--- src/rtl/nte_pkg.sv ---
package nte_pkg;
  typedef enum logic [1:0] {
    FK_NONE = 2'b00,
    FK_NAME = 2'b01,
    FK_ATTR = 2'b10,
    FK_PATT = 2'b11
  } fetch_kind_e;

  localparam int QUADS   = 4;
  localparam int Q_W     = $clog2(QUADS);
  localparam int SRC_W   = 2;
  localparam int MODE_W  = 2;
  localparam int CTRL_W  = SRC_W + Q_W + MODE_W;

  typedef struct packed {
    logic [SRC_W-1:0]  src;
    logic [Q_W-1:0]    region;
    logic [MODE_W-1:0] mode;
  } quad_ctrl_t;
endpackage

--- src/rtl/nte_regfile.sv ---
module nte_regfile
  import nte_pkg::*;
#(
  parameter int          BANK_W    = 8,
  parameter logic [15:0] BANK_BASE = 16'h4126,
  parameter logic [15:0] CTRL_BASE = 16'h412A
) (
  input  logic                         clk,
  input  logic                         rst_n,
  input  logic                         cpu_we,
  input  logic [15:0]                  cpu_addr,
  input  logic [7:0]                   cpu_wdata,
  output logic [QUADS-1:0][BANK_W-1:0] bank_q,
  output quad_ctrl_t [QUADS-1:0]       ctrl_q
);
  for (genvar q = 0; q < QUADS; q++) begin : g_quad
    localparam logic [15:0] BANK_A = BANK_BASE + 16'(q);
    localparam logic [15:0] CTRL_A = CTRL_BASE + 16'(q);
    localparam logic [BANK_W-1:0] BANK_RST = (q < QUADS / 2) ? '0 : BANK_W'(1);

    logic              bank_en, ctrl_en;
    logic [BANK_W-1:0] bank_d;
    quad_ctrl_t        ctrl_d;

    always_comb begin
      bank_en = cpu_we && (cpu_addr == BANK_A);
      ctrl_en = cpu_we && (cpu_addr == CTRL_A);
      bank_d  = BANK_W'(cpu_wdata);
      ctrl_d  = '{src: cpu_wdata[7:6], region: cpu_wdata[3:2], mode: cpu_wdata[1:0]};
    end

    always_ff @(posedge clk or negedge rst_n) begin
      if (!rst_n) begin
        bank_q[q] <= BANK_RST;
      end else if (bank_en) begin
        bank_q[q] <= bank_d;
      end
    end

    always_ff @(posedge clk or negedge rst_n) begin
      if (!rst_n) begin
        ctrl_q[q] <= '0;
      end else if (ctrl_en) begin
        ctrl_q[q] <= ctrl_d;
      end
    end
  end
endmodule

--- src/rtl/nte_fetch_latch.sv ---
module nte_fetch_latch
  import nte_pkg::*;
#(
  parameter int OFF_W = 10
) (
  input  logic               clk,
  input  logic               rst_n,
  input  logic [1:0]         vid_kind,
  input  logic [Q_W+OFF_W-1:0] vid_nt_addr,
  output logic [Q_W+OFF_W-1:0] lat_q
);
  logic                 lat_en;
  logic [Q_W+OFF_W-1:0] lat_d;

  always_comb begin
    lat_en = (fetch_kind_e'(vid_kind) == FK_NAME);
    lat_d  = vid_nt_addr;
  end

  always_ff @(posedge clk or negedge rst_n) begin
    if (!rst_n) begin
      lat_q <= '0;
    end else if (lat_en) begin
      lat_q <= lat_d;
    end
  end
endmodule

--- src/rtl/nte_override.sv ---
module nte_override
  import nte_pkg::*;
#(
  parameter int OFF_W   = 10,
  parameter int TILE_W  = 12,
  parameter int TBANK_W = 6,
  parameter int VA_W    = 14
) (
  input  logic [1:0]              vid_kind,
  input  logic [VA_W-1:0]         vid_addr,
  input  logic [MODE_W-1:0]       mode,
  input  logic [7:0]              ext_data,
  output logic                    attr_ovr,
  output logic [7:0]              attr_data,
  output logic                    pat_ovr,
  output logic [TBANK_W+TILE_W-1:0] pat_addr
);
  localparam int PAT_W = TBANK_W + TILE_W;
  localparam logic [OFF_W-1:0] ATTR_START = OFF_W'(10'h3C0);

  logic is_attr_area;

  always_comb begin
    is_attr_area = (vid_addr[OFF_W-1:0] >= ATTR_START);
    attr_ovr  = (fetch_kind_e'(vid_kind) == FK_ATTR) && is_attr_area && mode[0];
    attr_data = attr_ovr ? {4{ext_data[7:6]}} : 8'h00;
    pat_ovr   = (fetch_kind_e'(vid_kind) == FK_PATT) && mode[1];
    if (pat_ovr) begin
      pat_addr = {ext_data[TBANK_W-1:0], vid_addr[TILE_W-1:0]};
    end else begin
      pat_addr = PAT_W'(vid_addr[VA_W-2:0]);
    end
  end
endmodule

--- src/rtl/nte_mapper.sv ---
module nte_mapper
  import nte_pkg::*;
#(
  parameter int          BANK_W    = 8,
  parameter int          OFF_W     = 10,
  parameter int          TILE_W    = 12,
  parameter int          TBANK_W   = 6,
  parameter int          VA_W      = 14,
  parameter logic [15:0] BANK_BASE = 16'h4126,
  parameter logic [15:0] CTRL_BASE = 16'h412A
) (
  input  logic                      clk,
  input  logic                      rst_n,
  input  logic                      cpu_we,
  input  logic [15:0]               cpu_addr,
  input  logic [7:0]                cpu_wdata,
  input  logic [1:0]                vid_kind,
  input  logic [VA_W-1:0]           vid_addr,
  input  logic [7:0]                ext_data,
  output logic [Q_W+OFF_W-1:0]      ext_addr,
  output logic [SRC_W-1:0]          nt_src,
  output logic [BANK_W-1:0]         nt_bank,
  output logic                      attr_ovr,
  output logic [7:0]                attr_data,
  output logic                      pat_ovr,
  output logic [TBANK_W+TILE_W-1:0] pat_addr
);
  localparam int LAT_W = Q_W + OFF_W;

  logic [QUADS-1:0][BANK_W-1:0] bank_q;
  quad_ctrl_t [QUADS-1:0]       ctrl_q;
  logic [LAT_W-1:0]             lat_q;
  logic [Q_W-1:0]               live_quad, lat_quad;
  quad_ctrl_t                   live_ctrl, lat_ctrl;
  logic                         in_nt_space;

  nte_regfile #(
    .BANK_W(BANK_W), .BANK_BASE(BANK_BASE), .CTRL_BASE(CTRL_BASE)
  ) u_regs (
    .clk(clk), .rst_n(rst_n), .cpu_we(cpu_we), .cpu_addr(cpu_addr),
    .cpu_wdata(cpu_wdata), .bank_q(bank_q), .ctrl_q(ctrl_q)
  );

  nte_fetch_latch #(.OFF_W(OFF_W)) u_latch (
    .clk(clk), .rst_n(rst_n), .vid_kind(vid_kind),
    .vid_nt_addr(vid_addr[LAT_W-1:0]), .lat_q(lat_q)
  );

  always_comb begin
    in_nt_space = vid_addr[VA_W-1];
    live_quad   = vid_addr[LAT_W-1:OFF_W];
    lat_quad    = lat_q[LAT_W-1:OFF_W];
    live_ctrl   = ctrl_q[live_quad];
    lat_ctrl    = ctrl_q[lat_quad];
    nt_src      = in_nt_space ? live_ctrl.src : '0;
    nt_bank     = in_nt_space ? bank_q[live_quad] : '0;
    ext_addr    = {lat_ctrl.region, lat_q[OFF_W-1:0]};
  end

  nte_override #(
    .OFF_W(OFF_W), .TILE_W(TILE_W), .TBANK_W(TBANK_W), .VA_W(VA_W)
  ) u_ovr (
    .vid_kind(vid_kind), .vid_addr(vid_addr), .mode(lat_ctrl.mode),
    .ext_data(ext_data), .attr_ovr(attr_ovr), .attr_data(attr_data),
    .pat_ovr(pat_ovr), .pat_addr(pat_addr)
  );
endmodule

--- config.mk ---
export PLATFORM = sky130hd
export DESIGN_NAME = nte_mapper
export DESIGN_NICKNAME = d
export VERILOG_FILES = /design/src/rtl/nte_pkg.sv /design/src/rtl/nte_regfile.sv /design/src/rtl/nte_fetch_latch.sv /design/src/rtl/nte_override.sv /design/src/rtl/nte_mapper.sv
export SDC_FILE = /design/constraint.sdc
export NUM_CORES = 1
export LEC_CHECK = 0
export BUFFER_PORTS_ARGS = -buffer_cell sky130_fd_sc_hd__clkbuf_2
export CORE_MARGIN = 4
export CORE_UTILIZATION = 52
export CTS_CLUSTER_DIAMETER = 40
export CTS_CLUSTER_SIZE = 20
export DETAILED_ROUTE_END_ITERATION = 6
export HOLD_SLACK_MARGIN = 0.02
export PLACE_DENSITY = 0.8
export SYNTH_ARGS = -nofsm -noshare
export SYNTH_HDL_FRONTEND = slang
export SYNTH_HIERARCHICAL = 1
export SYNTH_SLANG_ARGS = --single-unit
--- constraint.sdc ---
create_clock -name clk -period 1.97 [get_ports clk]
set_input_delay 0.2955 -clock clk [delete_from_list [all_inputs] [get_ports clk]]
set_output_delay 0.2955 -clock clk [all_outputs]
set_load 0.02 [all_outputs]
==> qor.csv, run 1 <==
stage;metric;value;unit
drt;DR vias;2263;
drt;WL/cell;18.0;um
synth;post-synthesis sequential area ratio;0.492;
finish;area delta synth->final;25.4;%
synth;Synth async-reset ratio;1.00;
critical_path;critical path's top delay family;multiplexers;
min_path;Hold Path Class;in -> reg;
drt;Post-DRT Antenna Nets;0;
synth;Top FF cell, synth;dfrtp_1;
finish;fill count;465;
timing;Period Utilization, post-route;1.12;
timing;Worst Skew;0;ps
drt;Iteration-0 DRC Markers;114;
pwr;Pwr Density;749;nW/um2
min_path;cell count of the worst hold path;2;
placement;HPWL Detailed;5.11;mm
synth;Mapped Cells;237;
floorplanning;Initial Utilization;0.539;
critical_path;Worst path slowest cell;mux4_2;
floorplanning;Core ar.;6420;um2
drt;drt first pass iters;4;
critical_path;Critical Path RT;1670;ps
floorplanning;die boundary height;89.6;um
placement;worst slack at placement;-17.2;ps
critical_path;critical path launch point type;flop;
synth;Area contributors post-synth;dfrtp_1 (48%), mux2_2 (14%), mux2_4 (11%);
pwr;Max IR drop VDD;0.487;mV
synth;Post-Syn Nets;288;
floorplanning;# rows;29;
global_route;global-route wire length before repair;11.2;mm
pwr;Lkg Pwr;2.32;nW
cts;clk buf depth;2;
critical_path;flop2flop setup slack;1040;ps
critical_path;WS Path Type;reg -> out;
floorplanning;DIE AREA;8030;um2
drt;drt total wl;7.50;mm
synth;main combinational cell family by area after synthesis;multiplexers;
cts;total CTS buffers;9;
synth;simple-gate share of the synthesized area;0.0788;
finish;layout cells sized above 1;0.658;
critical_path;worst-path fanout max;5;
finish;Layout Nets;385;
critical_path;crit end category;primary output;
min_path;Hold Startpoint;vid_addr[2];
cts;Worst-path clk slew;80;ps
timing;max-slew violations;0;
global_route;GRT Total Usage;0.189;
synth;post-synthesis register bit count;68;
global_route;pin count of the biggest net entering global routing;69;
cts;Worst-Skew Late Latency;340;ps
cts;clock root buffer;clkbuf_8;
floorplanning;IO Pins;101;
placement;# port buffers;100;
synth;Netlist cell types;29;
timing;final hold viol count;0;
synth;share of the synthesized area in the top cell type;0.477;
synth;biggest area consumer among synthesized cells;dfrtp_1;
drt;DRC viols;0;
synth;Compound-Gate Fraction of Synth Area;0.0181;
run_status;status;finished, violations left;
job;MaxCap Viol Count;0;
placement;Final Wtd Congestion;0.723;
synth;syn_area_per_cell;14.6;um2
timing;Peak Freq;453;MHz
timing;worst setup margin;-236;ps
critical_path;Buf/Inv on CP;1;
critical_path;CP peak stage delay;510;ps
synth;Post-Synth Adder-Cell Area;0;
timing;worst-margin pin slew;483;ps
timing;hold slack final;203;ps
cts;CTS sink count;68;
timing;post-layout minimum cycle time;2210;ps
pwr;Total Power;0.00325;W
finish;diodes inserted;0;
timing;Finish-stage setup viols;18;
synth;mux cell area share after synthesis;0.340;
synth;synthesis warning total;6;
critical_path;critical path arrival;1910;ps
min_path;Hold Crit Endpoint;u_latch/lat_q[2]$_DFFE_PN0N_;
synth;area of the mapped netlist;3460;um2
timing;RSZ-0062 raised after global routing;true;
critical_path;Reg2Reg Launch Point;u_latch/lat_q[10]$_DFFE_PN0N_;
floorplanning;Die X;89.6;um
drt;via density per instance;5.44;
run_status;failing checks;setup timing;
timing;Rel. slew slack;0.678;
global_route;total grt overflow;0;
cts;htree depth;3;
global_route;initial antenna violation count;0;
synth;number of synthesized flops with an enable pin;0;
critical_path;RR Endpoint;u_latch/lat_q[10]$_DFFE_PN0N_;
global_route;vias in the first global route;2223;
critical_path;Worst R2R Path Depth;2;
cts;CTS tree;built;
critical_path;CP Cell Sequence;mux4_2, and3_4, mux2_4, buf_8;
synth;fraction of synthesized cell area in xor and xnor cells;0;
how the worst max path moves through the flow:
stage	from	end	cells past startpoint
2_1_floorplan	u_latch/lat_q[10]$_DFFE_PN0N_	attr_data[2]	4
3_3_place_gp	cpu_addr[13]	u_regs/bank_q[5]$_DFFE_PN0P_	6
3_5_place_dp	u_latch/lat_q[10]$_DFFE_PN0N_	pat_addr[12]	4
4_1_cts	u_latch/lat_q[10]$_DFFE_PN0N_	pat_addr[12]	4
5_1_grt	u_latch/lat_q[10]$_DFFE_PN0N_	attr_data[2]	5
6_report	u_latch/lat_q[10]$_DFFE_PN0N_	pat_addr[12]	4
registers in the layout, indices dropped and copies added, names as in the netlist:
register	count
u_regs/bank_q	32
u_regs/ctrl_q	24
u_latch/lat_q	12
layout by cell type (no fill, tap or decap), types with 2 or more instances in the layout:
cell	count
and2_4	5
buf_12	2
buf_2	3
buf_4	16
buf_6	9
buf_8	4
bufinv_16	3
clkbuf_2	82
clkbuf_8	11
dfrtp_1	65
dfstp_2	2
inv_1	3
mux2_2	44
mux2_4	25
mux2i_1	20
mux4_2	4
nand2_1	3
nand3_1	2
nand3b_1	3
nor3_2	4
nor4b_4	3
o22ai_1	10
or3_1	3
or4_1	2
synth_stat cells (all sizes together), types with 4 or more instances:
cell	instances
and2	5
buf	29
dfrtp	66
mux2	69
mux2i	20
mux4	4
nor3	4
o22ai	10
or3	4
per-layer routing:
layer  global-route usage  share of wire
met2                0.311           0.49
met5                    0              0
met3               0.0493          0.057
met4               0.0650          0.015
met1                0.244           0.44
cell families after synthesis:
kind of cell / after synthesis
AO/OA/AOI/OAI: 10
buffers and inverters: 34
flip-flops: 68
multiplexers: 93
AND/OR/NAND/NOR: 32
worst register-to-register path, cell delays in order, from the launching register on:
cell	delay [ps]
dfrtp_2	440
buf_6	130
mux2_4	250
cell type report:
cell class | instances | area (um2) | area share
flip-flops and latches | 68 | 1710 | 0.393
multi-input cells | 135 | 1520 | 0.350
repair buffers | 117 | 757 | 0.174
clock buffers | 12 | 155 | 0.0357
well taps | 77 | 96.3 | 0.0222
clock inverters | 4 | 95.1 | 0.0219
inverters | 3 | 11.3 | 0.00259
stage by stage:
stage | instance area [um2] | instances | util | setup TNS (ps)
2_1_floorplan | 3460 | 237 | - | -789
3_3_place_gp | 3940 | 395 | 0.613 | 0
3_5_place_dp | 3940 | 395 | 0.613 | -17.2
4_1_cts | 4270 | 414 | 0.664 | -3400
5_1_grt | 4340 | 416 | 0.676 | -4370
6_report | 4340 | 416 | 0.676 | -2670
repair_timing:
action	4_1_cts	5_1_grt
setup endpoints to repair	16	18
setup buffers	2	2
pin swaps	1	6
cloned	0	0
gates resized for setup	15	45
hold buffers	1	0
hold endpoints to repair	66	0
power by group:
group / switching, W / internal (W)
Sequential: 0.0000285 / 0.00143
Clock: 0.000511 / 0.000909
Combinational: 0.000196 / 0.000172
Note: power is estimated with default switching activity, not from simulation.
==> run 2, diff against run 1 <==
--- a/config.mk
+++ b/config.mk
@@ -17,3 +17,4 @@
 export SYNTH_HDL_FRONTEND = slang
 export SYNTH_HIERARCHICAL = 1
 export SYNTH_SLANG_ARGS = --single-unit
+export TNS_END_PERCENT = 10
==> run 2 against run 1 <==
Effect of this change:
- the run still ends with setup timing left
- combinational power is 2% lower
- maximum frequency down 2.2%
- largest power group unchanged
- flip-flop and latch count is the same
==> qor.csv, run 2 (same netlist as run 1, synthesis figures left out) <==
stage;metric;value;unit
timing;final hold viol count;0;
drt;WL/cell;17.8;um
finish;Layout Nets;382;
finish;biggest regs;u_regs/bank_q (32), u_regs/ctrl_q (24), u_latch/lat_q (12);
global_route;global-route wire length before repair;11.2;mm
critical_path;CP Cell Sequence;mux4_2, and3_4, mux2_4, buf_8;
min_path;Hold Path Class;in -> reg;
floorplanning;IO Pins;101;
critical_path;worst-path fanout max;7;
pwr;Total Power;0.00324;W
job;MaxCap Viol Count;0;
floorplanning;# rows;29;
cts;Worst-Skew Late Latency;340;ps
floorplanning;Initial Utilization;0.539;
finish;diodes inserted;0;
finish;fill count;490;
drt;drt first pass iters;4;
timing;worst-margin pin slew;487;ps
timing;RSZ-0062 raised after global routing;true;
cts;htree depth;3;
pwr;Pwr Density;764;nW/um2
placement;HPWL Detailed;5.11;mm
cts;clock root buffer;clkbuf_8;
timing;Finish-stage setup viols;17;
drt;Post-DRT Antenna Nets;0;
placement;# port buffers;100;
global_route;initial antenna violation count;0;
cts;Worst-path clk slew;70;ps
critical_path;crit end category;primary output;
placement;Area after DPL;3940;um2
drt;via density per instance;5.41;
critical_path;CP peak stage delay;540;ps
run_status;failing checks;setup timing;
global_route;vias in the first global route;2200;
critical_path;Critical Path RT;1670;ps
finish;area delta synth->final;22.4;%
cts;CTS sink count;68;
placement;Final Wtd Congestion;0.723;
drt;DRC viols;0;
pwr;Lkg Pwr;2.30;nW
drt;Top Metal Used;met4;
drt;met1 WL;3.24;mm
timing;post-layout minimum cycle time;2260;ps
drt;met3 WL;439;um
finish;max reg flops;32;
finish;design area;4240;um2
finish;most flop-heavy register;u_regs/bank_q;
floorplanning;Die X;89.6;um
drt;drt total wl;7.35;mm
timing;Worst Skew;0;ps
critical_path;critical path launch point type;flop;
global_route;GRT Total Usage;0.189;
global_route;total grt overflow;0;
timing;Fin Setup TNS;-2950;ps
placement;worst slack at placement;-17.2;ps
critical_path;Worst path slowest cell;mux4_2;
cts;total CTS buffers;9;
critical_path;WS Path Type;reg -> out;
timing;Rel. slew slack;0.675;
critical_path;critical path arrival;1960;ps
finish;most frequent cells in the layout;clkbuf_2 (86), dfrtp_1 (66), mux2_2 (44);
pwr;Max IR drop VDD;0.486;mV
cts;CTS tree;built;
global_route;pin count of the biggest net entering global routing;69;
timing;Peak Freq;443;MHz
timing;worst setup margin;-286;ps
floorplanning;Core ar.;6420;um2
timing;Period Utilization, post-route;1.15;
finish;final core occ;0.660;
floorplanning;die boundary height;89.6;um
timing;max-slew violations;0;
drt;DR vias;2233;
run_status;status;finished, violations left;
finish;layout cells sized above 1;0.640;
cts;clk buf depth;2;
drt;Iteration-0 DRC Markers;131;
drt;met2 WL;3.57;mm
finish;most common cell after layout, fill and taps aside;clkbuf_2;
floorplanning;DIE AREA;8030;um2
-- run 2: path summary, 6_finish.rpt --
path,slack (ps),depth (start not counted),end,from
min in group asynchronous,510,3,u_latch/lat_q[1]$_DFFE_PN0N_,rst_n
min,200,2,u_latch/lat_q[4]$_DFFE_PN0N_,vid_addr[4]
min reg2reg,500,1,u_regs/ctrl_q[21]$_DFFE_PN0P_,u_regs/ctrl_q[21]$_DFFE_PN0P_
max reg2reg,1030,2,u_latch/lat_q[10]$_DFFE_PN0N_,u_latch/lat_q[10]$_DFFE_PN0N_
max,-290,4,pat_addr[12],u_latch/lat_q[10]$_DFFE_PN0N_
max in group asynchronous,1130,3,u_regs/bank_q[16]$_DFFE_PN1P_,rst_n
-- run 2: repair_timing --
action,CTS,global route
hold buffers,1,0
resized for setup,7,20
hold endpoints to repair,66,0
setup endpoints to repair,16,18
cloned,0,0
setup buffers,1,0
pin swaps,2,1
-- run 2: where the power goes --
part / internal (W) / total [W] / switching, W
Combinational: 0.000166 / 0.000360 / 0.000194
Clock: 0.000909 / 0.00142 / 0.000508
Sequential: 0.00143 / 0.00146 / 0.0000274
-- run 2: metrics by stage --
stage / cells / hold slack (ps)
floorplan: 237 / -0.0911
global placement: 395 / 344
detailed placement: 395 / 345
CTS: 413 / 193
global route: 413 / 191
finish: 413 / 204
-- run 2: area by class of cell --
cell class,count,area [um2],share of cell area
inverters,3,11.3,0.00266
clock inverters,4,95.1,0.0224
well taps,77,96.3,0.0227
clock buffers,12,155,0.0366
multi-input cells,135,1520,0.358
repair buffers,114,657,0.155
flip-flops and latches,68,1700,0.402
-- run 2: per-layer routing --
layer,GRT usage,vias to the layer above
met5,0,-
met4,0.0609,0
met3,0.0493,9
met2,0.314,81
met1,0.241,1108
li1,-,1035
-- run 2: worst max-delay path, delay by kind of cell, from the launching register on --
family	cells	cell delay (ps)
simple gates	1	210
flops	1	430
buf+inv	1	130
mux	2	850
